[src/rtl/clkdist_pkg.sv]
package clkdist_pkg;

    parameter int HALF_W = 8;

    typedef enum logic {
        ST_HOLD = 1'b0,
        ST_RUN  = 1'b1
    } sync_st_e;

    typedef struct packed {
        logic              en;
        logic              byp;
        logic [HALF_W-1:0] half;
    } chan_cfg_t;

endpackage

[src/rtl/clkdist_sync.sv]
module clkdist_sync #(
    parameter int SYNC_FLOPS = 2,
    parameter int DLY_STAGES = 4
) (
    input  logic clk,
    input  logic rst_n,
    input  logic sync_n,
    output logic hold_o,
    output logic rel_o
);
    import clkdist_pkg::*;

    localparam int NST = SYNC_FLOPS + DLY_STAGES;

    logic [NST-1:0] sh_q;
    logic           tail;
    sync_st_e       st_q, st_d;

    always_ff @(posedge clk or negedge rst_n) begin
        if (!rst_n) sh_q <= '0;
        else        sh_q <= {sh_q[NST-2:0], sync_n};
    end

    assign tail = sh_q[NST-1];

    always_ff @(posedge clk or negedge rst_n) begin
        if (!rst_n) st_q <= ST_HOLD;
        else        st_q <= st_d;
    end

    always_comb begin
        st_d   = st_q;
        hold_o = 1'b0;
        rel_o  = 1'b0;
        unique case (st_q)
            ST_RUN: begin
                if (!tail) begin
                    st_d   = ST_HOLD;
                    hold_o = 1'b1;
                end
            end
            ST_HOLD: begin
                if (tail) begin
                    st_d  = ST_RUN;
                    rel_o = 1'b1;
                end else begin
                    hold_o = 1'b1;
                end
            end
            default: st_d = ST_HOLD;
        endcase
    end


    hold_state_chk: assert property (@(posedge clk) disable iff (!rst_n)
        hold_o |=> (st_q == ST_HOLD));


    rel_excl_chk: assert property (@(posedge clk) disable iff (!rst_n)
        !(hold_o && rel_o));

endmodule

[src/rtl/clkdist_regs.sv]
module clkdist_regs #(
    parameter int NCH    = 8,
    parameter int ADDR_W = 4,
    parameter int CFG_W  = 10
) (
    input  logic                      clk,
    input  logic                      rst_n,
    input  logic                      we,
    input  logic [ADDR_W-1:0]         addr,
    input  logic [CFG_W-1:0]          wdata,
    output clkdist_pkg::chan_cfg_t    shd_o [NCH],
    output logic                      glb_o
);
    import clkdist_pkg::*;

    localparam int GLB_ADDR = NCH;

    for (genvar g = 0; g < NCH; g++) begin : g_shd
        always_ff @(posedge clk or negedge rst_n) begin
            if (!rst_n) begin
                shd_o[g] <= '{en: 1'b0, byp: 1'b0, half: HALF_W'(1)};
            end else if (we && (addr == ADDR_W'(g))) begin
                shd_o[g] <= chan_cfg_t'(wdata);
            end
        end
    end

    always_ff @(posedge clk or negedge rst_n) begin
        if (!rst_n)                                   glb_o <= 1'b1;
        else if (we && (addr == ADDR_W'(GLB_ADDR)))   glb_o <= wdata[0];
    end

endmodule

[src/rtl/clkdist_chan.sv]
module clkdist_chan (
    input  logic                   clk,
    input  logic                   rst_n,
    input  logic                   hold_i,
    input  logic                   rel_i,
    input  clkdist_pkg::chan_cfg_t shd_i,
    input  logic                   glb_ok,
    output logic                   ch_o
);
    import clkdist_pkg::*;

    chan_cfg_t         act_q;
    logic [HALF_W-1:0] cnt_q;
    logic [HALF_W-1:0] last_cnt;
    logic              div_q;

    assign last_cnt = (act_q.half == '0) ? '0 : act_q.half - HALF_W'(1);

    always_ff @(posedge clk or negedge rst_n) begin
        if (!rst_n) begin
            act_q <= '{en: 1'b0, byp: 1'b0, half: HALF_W'(1)};
        end else if (rel_i) begin
            act_q <= shd_i;
        end
    end

    always_ff @(posedge clk or negedge rst_n) begin
        if (!rst_n) begin
            cnt_q <= '0;
            div_q <= 1'b0;
        end else if (hold_i) begin
            cnt_q <= '0;
            div_q <= 1'b0;
        end else if (rel_i) begin
            cnt_q <= '0;
            div_q <= 1'b1;
        end else if (cnt_q >= last_cnt) begin
            cnt_q <= '0;
            div_q <= ~div_q;
        end else begin
            cnt_q <= cnt_q + HALF_W'(1);
        end
    end

    assign ch_o = glb_ok & act_q.en & (act_q.byp ? clk : div_q);


    div_low_chk: assert property (@(posedge clk) disable iff (!rst_n)
        hold_i |=> !div_q);


    div_start_chk: assert property (@(posedge clk) disable iff (!rst_n)
        rel_i |=> (div_q && cnt_q == '0));

endmodule

[src/rtl/clkdist_bank.sv]
module clkdist_bank #(
    parameter int NCH        = 8,
    parameter int SYNC_FLOPS = 2,
    parameter int DLY_STAGES = 4,
    parameter int ADDR_W     = $clog2(NCH + 1),
    parameter int CFG_W      = clkdist_pkg::HALF_W + 2
) (
    input  logic              dist_clk,
    input  logic              rst_n,
    input  logic              sync_n,
    input  logic              oe_pin,
    input  logic              cfg_we,
    input  logic [ADDR_W-1:0] cfg_addr,
    input  logic [CFG_W-1:0]  cfg_wdata,
    output logic [NCH-1:0]    ch_out
);
    import clkdist_pkg::*;

    chan_cfg_t shd [NCH];
    logic      glb_bit;
    logic      glb_ok;
    logic      hold;
    logic      rel;

    clkdist_sync #(
        .SYNC_FLOPS (SYNC_FLOPS),
        .DLY_STAGES (DLY_STAGES)
    ) u_sync (
        .clk    (dist_clk),
        .rst_n  (rst_n),
        .sync_n (sync_n),
        .hold_o (hold),
        .rel_o  (rel)
    );

    clkdist_regs #(
        .NCH    (NCH),
        .ADDR_W (ADDR_W),
        .CFG_W  (CFG_W)
    ) u_regs (
        .clk   (dist_clk),
        .rst_n (rst_n),
        .we    (cfg_we),
        .addr  (cfg_addr),
        .wdata (cfg_wdata),
        .shd_o (shd),
        .glb_o (glb_bit)
    );

    assign glb_ok = oe_pin & glb_bit;

    for (genvar g = 0; g < NCH; g++) begin : g_ch
        clkdist_chan u_chan (
            .clk    (dist_clk),
            .rst_n  (rst_n),
            .hold_i (hold),
            .rel_i  (rel),
            .shd_i  (shd[g]),
            .glb_ok (glb_ok),
            .ch_o   (ch_out[g])
        );
    end


    pin_off_chk: assert property (@(posedge dist_clk) disable iff (!rst_n)
        !oe_pin |-> (ch_out == '0));

endmodule

[config.mk]
export PLATFORM = sky130hd
export DESIGN_NAME = clkdist_bank
export DESIGN_NICKNAME = d
export VERILOG_FILES = /design/src/rtl/clkdist_pkg.sv /design/src/rtl/clkdist_sync.sv /design/src/rtl/clkdist_regs.sv /design/src/rtl/clkdist_chan.sv /design/src/rtl/clkdist_bank.sv
export SDC_FILE = /design/constraint.sdc
export NUM_CORES = 1
export LEC_CHECK = 0
export CAP_MARGIN = 5
export CORE_UTILIZATION = 56
export CTS_CLUSTER_DIAMETER = 150
export DETAILED_ROUTE_END_ITERATION = 8
export PLACE_DENSITY = 0.76
export SYNTH_ARGS = -nofsm -noshare
export SYNTH_HDL_FRONTEND = slang
export SYNTH_SLANG_ARGS = --single-unit
[constraint.sdc]
create_clock -name dist_clk -period 3 [get_ports dist_clk]
set_clock_uncertainty 0.2 [all_clocks]
set_input_delay 0.45 -clock dist_clk [delete_from_list [all_inputs] [get_ports dist_clk]]
set_output_delay 0.45 -clock dist_clk [all_outputs]
set_load 0.01 [all_outputs]
==> flow_summary.toml, run 1 <==
[global_routing]
use_met3 = 0.0517
grt_pass1_vias = 8432
grt-busiest-layer = "met2"
grtUsageMet2 = 0.394
antenna_found_initial = 0
grt_use_met1 = 0.319
grt_start_max_net_pins = 98
grt_pass1_wl_um = 42100
grt_overflow_total = 0
grt_use_total = 0.243

[sta]
hold_slack_ps = 23.1
finalHoldViolCount = 0
period_needed_ps = 3100
relSlewSlack = 0.517
setup_ws_ps = -95.9
fmaxAchievable_mhz = 323
drv_slew = 0
tightest_slew_ps = 723
period_share = 1.03
rsz0062_at_grt = "true"
setup_viol = 9

[die]
die_x_um = 149
num_rows = 53
dieHeight_um = 149
initial_utilization = 0.574
fp.coreArea_um2 = 21200
die_area_um2 = 22300
pin_count = 27

[run]
cap_violations = 0

[drt]
drt_iter0_drc = 370
vias = 8264
drt_pass1_iterations = 4
wl_um = 26000
vias_per_cell = 5.67
drtAntennaViolNets = 0
drcViolationCount = 0
avgRoutedWirePerCell_um = 17.8

[place]
place_ws_ps = -108
hpwl_um = 16700
io_buffer_count = 26
place_congestion = 0.793
postPlaceCellArea_um2 = 13200

[hold_path]
hold_path.class = "in -> reg"
whs_path_depth = 1
worstHoldStart = "sync_n"
worstHoldEndpoint = "u_sync.sh_q[0]"

[synthesis]
ys_seq_area_frac = 0.496
yosys.area.top_type = "dfrtp_1"
syn_area_um2 = 12200
avgSynthCellArea_um2 = 11.4
synth_top_cell_area_share = 0.459
synth-edff-count = 0
synth_most_common_cell = "dfrtp_1"
ys_types = 39
async_flop_share = 1.00
synthCells = 1063
yosys_warnings = 0
synth_common_cells = "223 x dfrtp_1, 145 x mux2_2, 88 x nor2_1"
synthTopCellsByArea = "dfrtp_1 46%, mux2_2 13%, ha_1 8.2%"
synthFlopType = "dfrtp_1"
synth_nets = 1162
synth_seq_cells = 240

[power_and_ir_drop]
leakagePower_uw = 0.00656
ir_drop_mv = 0.558
powerDensity_nw_per_um2 = 779
p_total_uw = 11300

[finish]
area_growth_pct = 19.4
drive_above_1_share = 0.274
final_nets = 1261
post-route-cell-area_um2 = 14500
diodes = 0

[worst_setup_path]
cp.required_ps = 3400
crit_path_max_fanout = 8
worst-r2r-cell-count = 9
r2r-start = "g_ch[5].u_chan.act_q[3]"
timing_worst_setup_path_type = "reg -> reg"
cp-start-kind = "flip-flop"
crit_arrival_ps = 3490
rrSetupSlack_ps = -100
worstReg2RegEnd = "g_ch[5].u_chan.cnt_q[7]"
worst_setup_path_end_kind = "flip-flop"

[cts]
tritoncts = "built"
worstSkewPairLatency_ps = 660
clk_pin_slew_ps = 60

[run_status]
status = "finished, violations left"
failed_checks = "negative setup slack"
## layout make-up
class,instances,area [um^2]
flip-flops and latches,240,6030
repair buffers,86,731
clock buffers,47,937
fillers,1482,6650
well taps,275,344
clock inverters,15,156
multi-input cells,763,6190
inverters,32,120
## power breakdown
group | internal [uW] | total (uW) | switching, uW | leakage, uW
clock | 2290 | 3800 | 1510 | 0.000600
sequential | 3890 | 4390 | 499 | 0.00302
combinational | 1640 | 3110 | 1470 | 0.00294
## metal layers
layer  wire length, um  share of wire
met1             11600           0.45
met2             12500           0.48
met3              1100          0.042
met4               772          0.030
met5                 0              0
## placed cells by master (no fill, tap or decap), types with 8 or more instances in the layout
master | synthesis | layout
a21oi_1 | 24 | 23
and3_1 | 16 | 16
buf_4 | 8 | 63
clkbuf_16 | 0 | 31
clkdlybuf4s50_1 | 0 | 17
dfrtp_1 | 223 | 223
dfstp_2 | 17 | 17
ha_1 | 80 | 76
inv_1 | 32 | 31
mux2_2 | 145 | 145
mux2i_1 | 20 | 19
nand2_1 | 69 | 68
nand2b_1 | 20 | 17
nand3_1 | 41 | 41
nand4_1 | 8 | 8
nor2_1 | 88 | 86
nor2b_1 | 24 | 20
nor3_1 | 28 | 24
nor3b_1 | 14 | 13
nor4_1 | 10 | 9
o21a_1 | 16 | 16
o21ai_0 | 29 | 28
o311a_1 | 8 | 8
xnor2_1 | 17 | 17
xor2_1 | 56 | 56
## flip-flops by register name, indices dropped and copies added, names as in the netlist
| name | flops |
|---|---|
| g_ch.u_chan.act_q | 80 |
| g_ch.u_chan.cnt_q | 64 |
| g_ch.u_chan.div_q | 8 |
| u_regs.glb_o | 1 |
| u_regs.shd_o | 80 |
| u_sync.sh_q | 6 |
| u_sync.st_q | 1 |
## repair_timing
| action | CTS | global route |
|---|---|---|
| pin swaps | 2 | 11 |
| resized for setup | 22 | 32 |
| hold endpoints to repair | 223 | 0 |
| setup endpoints to repair | 47 | 61 |
| hold buffers | 1 | 0 |
| setup buffers | 3 | 1 |
## how the worst max path moves through the flow
stage                                 start                 endpoint  slack (ps)  depth (start not counted)
finish              g_ch[5].u_chan.act_q[3]  g_ch[5].u_chan.cnt_q[7]        -100                          9
floorplan           g_ch[5].u_chan.act_q[3]  g_ch[5].u_chan.cnt_q[2]          20                          9
detailed placement  g_ch[6].u_chan.act_q[4]  g_ch[6].u_chan.cnt_q[6]        -110                         10
global placement    g_ch[6].u_chan.act_q[4]  g_ch[6].u_chan.cnt_q[6]         -20                         10
CTS                 g_ch[5].u_chan.act_q[3]     g_ch[5].u_chan.div_q         -10                          9
global route        g_ch[5].u_chan.act_q[3]  g_ch[5].u_chan.cnt_q[7]        -170                          9
## kinds of logic after synthesis
kind of cell / Yosys count / synth area share
compound gates: 97 / 0.0534
fa+ha+maj: 80 / 0.0824
mux: 165 / 0.151
simple gates: 348 / 0.143
flops: 240 / 0.496
buf+inv: 60 / 0.0214
xor+xnor: 73 / 0.0526
## through the flow
| stage | TNS (ps) | util | std cells |
|---|---|---|---|
| CTS | -26.7 | 0.677 | 1457 |
| detailed placement | -1360 | 0.624 | 1399 |
| global placement | -111 | 0.624 | 1399 |
| global route | -1840 | 0.686 | 1458 |
| floorplan | 0 | - | 1063 |
| finish | -771 | 0.686 | 1458 |
## worst max-delay path, cell delays in order, from the launching register on
cell,delay (ps)
dfrtp_1,390
or3_4,410
or3_4,340
or3b_4,380
and2_4,170
ha_4,200
nand2b_4,140
a2111oi_4,450
o311ai_4,210
nor2_1,140
Power figures use the tool's default switching activity.
==> run 2, diff against run 1 <==
--- a/config.mk
+++ b/config.mk
@@ -6,6 +6,7 @@
 export NUM_CORES = 1
 export LEC_CHECK = 0
 export CAP_MARGIN = 5
+export CORE_ASPECT_RATIO = 0.75
 export CORE_UTILIZATION = 56
 export CTS_CLUSTER_DIAMETER = 150
 export DETAILED_ROUTE_END_ITERATION = 8
==> flow_summary.toml, run 2 (synthesis results as in run 1) <==
[place]
postPlaceCellArea_um2 = 13200
place_congestion = 0.772
hpwl_um = 17300
place_inst = 1415
io_buffer_count = 26

[worst_setup_path]
crit_cells = 9
slowest_delay_ps = 410
path_delay_family = "simple AND/OR/NAND/NOR gates"
timing_worst_setup_path_type = "reg -> reg"
crit_arrival_ps = 3400
worst_setup_path_end_kind = "flip-flop"
crit_buf_inv = 0
worstReg2RegEnd = "g_ch[5].u_chan.cnt_q[2]"
cp_common_cell = "or3_4"
crit_start = "g_ch[5].u_chan.act_q[3]"
rrSetupSlack_ps = -10
cp-start-kind = "flip-flop"
crit_chain = "or3_4 -> or3_4 -> or3b_4 -> and2_4 -> ha_4 -> nand2b_4 -> a2111oi_4 -> o311ai_4 -> nor2_1"
r2r-start = "g_ch[5].u_chan.act_q[3]"
worst-r2r-cell-count = 9
crit_path_max_fanout = 8
worstSetupEndpoint = "g_ch[5].u_chan.cnt_q[2]"
cp.required_ps = 3390
crit_slowest_cell = "a2111oi_4"

[run]
cap_violations = 0

[drt]
drt_pass1_iterations = 4
drtAntennaViolNets = 0
avgRoutedWirePerCell_um = 17.6
vias = 8314
drt_iter0_drc = 439
drcViolationCount = 0
vias_per_cell = 5.64
wl_um = 25900

[power_and_ir_drop]
leakagePower_uw = 0.00662
ir_drop_mv = 0.535
clkPwrFrac = 0.319
p_sw_frac = 0.307
p_comb_frac = 0.291
p_int_uw = 7800
seqPwrFrac = 0.391
powerDensity_nw_per_um2 = 766
switching_power_uw = 3450

[finish]
drive_above_1_share = 0.296
diodes = 0
post-route-cell-area_um2 = 14700
layout.cells.most_common_list = "223 x dfrtp_1, 145 x mux2_2, 79 x nor2_1"
area_growth_pct = 20.8
top_regs = "g_ch.u_chan.act_q x80, u_regs.shd_o x80, g_ch.u_chan.cnt_q x64"
fin_util = 0.693
final_common_cell = "dfrtp_1"
final_nets = 1269
stdcell_count = 1475

[sta]
fin_setup_tns_ps = -17.7
finalHoldViolCount = 0
rsz0062_at_grt = "true"
drv_slew = 0
setup_viol = 3
period_share = 1.00
fmaxAchievable_mhz = 332
tightest_slew_ps = 720
setup_ws_ps = -13.5
relSlewSlack = 0.520
period_needed_ps = 3010

[run_status]
failed_checks = "negative setup slack"
status = "finished, violations left"

[die]
die_area_um2 = 22300
pin_count = 27
num_rows = 46
initial_utilization = 0.574
dieHeight_um = 130
fp.coreArea_um2 = 21200
die_x_um = 172

[global_routing]
grt_pass1_vias = 8287
grt_pass1_wl_um = 41900
grt_overflow_total = 0
grt_start_max_net_pins = 94
grt_use_total = 0.242
antenna_found_initial = 1

[hold_path]
hold_path.class = "in -> reg"
whs_path_depth = 1

[cts]
tritoncts = "built"
worstSkewPairLatency_ps = 650
clk_pin_slew_ps = 70
-- run 2: cell count changes in the layout (fill, tap and decap cells not counted), moves of 4 or more --
cell	change
inv_1	-5
nor2_1	-7
buf_4	+11
inv_2	+5
ha_4	+5
nor2_2	+4
-- run 2: worst min-delay path by stage --
stage	end	start
finish	u_sync.sh_q[0]	sync_n
global placement	u_sync.sh_q[5]	u_sync.sh_q[4]
CTS	u_sync.sh_q[0]	sync_n
global route	u_sync.sh_q[0]	sync_n
detailed placement	u_sync.sh_q[3]	u_sync.sh_q[2]
floorplan	g_ch[0].u_chan.act_q[1]	rst_n
-- run 2: power by group through the flow --
stage / Combinational (uW) / Clock, uW / Sequential, uW
after floorplan: 1990 / 110 / 4270
after global placement: 2730 / 87.8 / 4380
after detailed placement: 2830 / 87.8 / 4410
after CTS: 2970 / 3660 / 4370
after global routing: 3640 / 3800 / 4490
final: 3270 / 3590 / 4390
-- run 2: per-stage QoR --
step	hold slack, ps	power, uW	setup slack (ps)
after floorplan	-45.6	6370	15.2
after global placement	133	7190	-103
after detailed placement	137	7330	-237
after CTS	34.5	11000	-79.1
after global routing	52.1	11900	-124
final	43.9	11300	-13.5
-- run 2: timing repair --
item                       4_1_cts  5_1_grt
gates resized for setup         30       56
hold buffers                     1        0
pin swaps                       14       38
setup buffers                    0       12
setup endpoints to repair       67       66
hold endpoints to repair        83        0
-- run 2: layout make-up --
type | instances | area, um^2
fillers | 1544 | 6500
clock inverters | 12 | 154
multi-input cells | 763 | 6350
inverters | 32 | 120
clock buffers | 43 | 851
flip-flops and latches | 240 | 6030
well taps | 288 | 360
repair buffers | 97 | 822
-- run 2: routing by layer --
layer / share of wire / global-route usage / up-vias
li1: - / - / 3981
met1: 0.48 / 0.348 / 4139
met2: 0.45 / 0.370 / 146
met3: 0.046 / 0.0495 / 48
met4: 0.022 / 0.0765 / 0
met5: 0 / 0 / -
==> run 3, diff against run 2 <==
--- a/config.mk
+++ b/config.mk
@@ -7,6 +7,7 @@
 export LEC_CHECK = 0
 export CAP_MARGIN = 5
 export CORE_ASPECT_RATIO = 0.75
+export CORE_MARGIN = 5
 export CORE_UTILIZATION = 56
 export CTS_CLUSTER_DIAMETER = 150
 export DETAILED_ROUTE_END_ITERATION = 8
==> constraint.sdc (replaced) <==
create_clock -name dist_clk -period 3 [get_ports dist_clk]
set_clock_uncertainty 0.2 [all_clocks]
set_input_delay 0.45 -clock dist_clk [delete_from_list [all_inputs] [get_ports dist_clk]]
set_output_delay 0.45 -clock dist_clk [all_outputs]
set_load 0.02 [all_outputs]
==> flow_summary.toml, run 3 (synthesis results as in run 1) <==
[power_and_ir_drop]
clkPwrFrac = 0.322
switching_power_uw = 3560
p_comb_frac = 0.295
ir_drop_mv = 0.521
p_sw_frac = 0.311
leakagePower_uw = 0.00665
seqPwrFrac = 0.384
p_int_uw = 7880
powerDensity_nw_per_um2 = 776

[sta]
finalHoldViolCount = 0
setup_ws_ps = -14.5
setup_viol = 2
tightest_slew_ps = 704
drv_slew = 0
rsz0062_at_grt = "true"
fmaxAchievable_mhz = 332
period_needed_ps = 3010
relSlewSlack = 0.529
period_share = 1.00

[run_status]
status = "finished, violations left"
failed_checks = "negative setup slack"

[worst_setup_path]
crit_arrival_ps = 3390
cp.required_ps = 3370
crit_chain = "or3_4 -> or3_4 -> or3b_4 -> and2_4 -> ha_4 -> nand2b_4 -> a2111oi_4 -> o311ai_4 -> nor2_1"
cp_common_cell = "or3_4"
path_delay_family = "simple AND/OR/NAND/NOR gates"
crit_path_max_fanout = 8
slowest_delay_ps = 400
worst_setup_path_end_kind = "flip-flop"
crit_buf_inv = 0
cp-start-kind = "flip-flop"
crit_slowest_cell = "a2111oi_4"
timing_worst_setup_path_type = "reg -> reg"

[die]
initial_utilization = 0.572
fp.coreArea_um2 = 21200
die_area_um2 = 24800
num_rows = 46
die_x_um = 180
dieHeight_um = 138
pin_count = 27

[global_routing]
antenna_found_initial = 1
grt_start_max_net_pins = 76
grt_pass1_vias = 8612
grt_pass1_wl_um = 43800
grt_use_total = 0.218
grt_overflow_total = 0

[drt]
vias = 8452
drt_iter0_drc = 492
vias_per_cell = 5.71
wl_um = 26900
drtAntennaViolNets = 0
drt_pass1_iterations = 5
drcViolationCount = 0
avgRoutedWirePerCell_um = 18.1

[hold_path]
hold_path.class = "in -> reg"

[finish]
area_growth_pct = 21.4
num-fill-cells = 1502
top_regs = "g_ch.u_chan.act_q x80, u_regs.shd_o x80, g_ch.u_chan.cnt_q x64"
drive_above_1_share = 0.313
post-route-cell-area_um2 = 14700
final_nets = 1273
regArea_um2 = 6030
multi_input_area_um2 = 6370
fin_util = 0.694
final_common_cell = "dfrtp_1"
layout.cells.most_common_list = "223 x dfrtp_1, 145 x mux2_2, 81 x nor2_1"

[place]
place_congestion = 0.779
hpwl_um = 17000
postPlaceCellArea_um2 = 13300
io_buffer_count = 26

[cts]
clk_pin_slew_ps = 60
tritoncts = "built"
worstSkewPairLatency_ps = 640

[run]
cap_violations = 0
-- run 3: cell count changes in the layout (fill, tap and decap cells not counted), moves of 3 or more --
cell / previous run / this run
clkdlybuf4s15_1: 3 / 0
nor3b_2: 1 / 5
nor3b_1: 13 / 9
buf_2: 0 / 3
dlygate4sd2_1: 5 / 1
clkinv_4: 0 / 4
clkbuf_8: 5 / 2
clkbuf_2: 0 / 4
-- run 3: cell type report --
| class | instances | share of cell area |
|---|---|---|
| multi-input combinational | 763 | 0.432 |
| sequential | 240 | 0.409 |
| timing repair buffer | 101 | 0.0589 |
| clock buffer | 39 | 0.0526 |
| tap | 288 | 0.0244 |
| clock inverter | 17 | 0.0148 |
| inverter | 32 | 0.00815 |
| antenna | 1 | 0.000170 |
-- run 3: per-layer routing --
metal / up-vias / track usage / wire, um
li1: 3999 / - / -
met5: - / 0 / 9
met1: 4226 / 0.303 / 12300
met4: 2 / 0.0680 / 778
met3: 64 / 0.0478 / 1250
met2: 161 / 0.348 / 12600
-- run 3: power by group through the flow --
stage,Combinational (uW),Clock [uW],Sequential [uW]
floorplan,1990,118,4270
global placement,2770,95.1,4370
detailed placement,2880,95.1,4400
CTS,3060,3740,4360
global route,3740,3890,4480
finish,3370,3680,4390
-- run 3: repair_timing --
item                                    4_1_cts  5_1_grt
endpoints found under the setup margin       76       69
hold endpoints to repair                     71        0
gates cloned                                  0        0
setup buffers                                 0       13
hold buffers                                  1        0
resized for setup                            44       64
pin swaps                                     5       24
-- run 3: final timing paths --
kind / start / to / slack, ps / depth (start not counted)
max: g_ch[5].u_chan.act_q[3] / g_ch[5].u_chan.cnt_q[4] / -10 / 9
min in group asynchronous: rst_n / g_ch[2].u_chan.cnt_q[0] / 170 / 2
max reg2reg: g_ch[5].u_chan.act_q[3] / g_ch[5].u_chan.cnt_q[4] / -10 / 9
min reg2reg: u_sync.sh_q[2] / u_sync.sh_q[3] / 150 / 0
min: sync_n / u_sync.sh_q[0] / 50 / 1
max in group asynchronous: rst_n / g_ch[3].u_chan.act_q[0] / 1560 / 3
-- run 3: through the flow --
step / std cells / power, uW / hold WS [ps] / TNS, ps / setup slack (ps)
after floorplan: 1063 / 6380 / -45.6 / 0 / 15.2
after global placement: 1418 / 7230 / 134 / -1350 / -75.2
after detailed placement: 1418 / 7370 / 137 / -4800 / -237
after CTS: 1467 / 11200 / 29.6 / -136 / -101
after global routing: 1480 / 12100 / 20.4 / -2330 / -140
final: 1481 / 11400 / 46.9 / -26.7 / -14.5
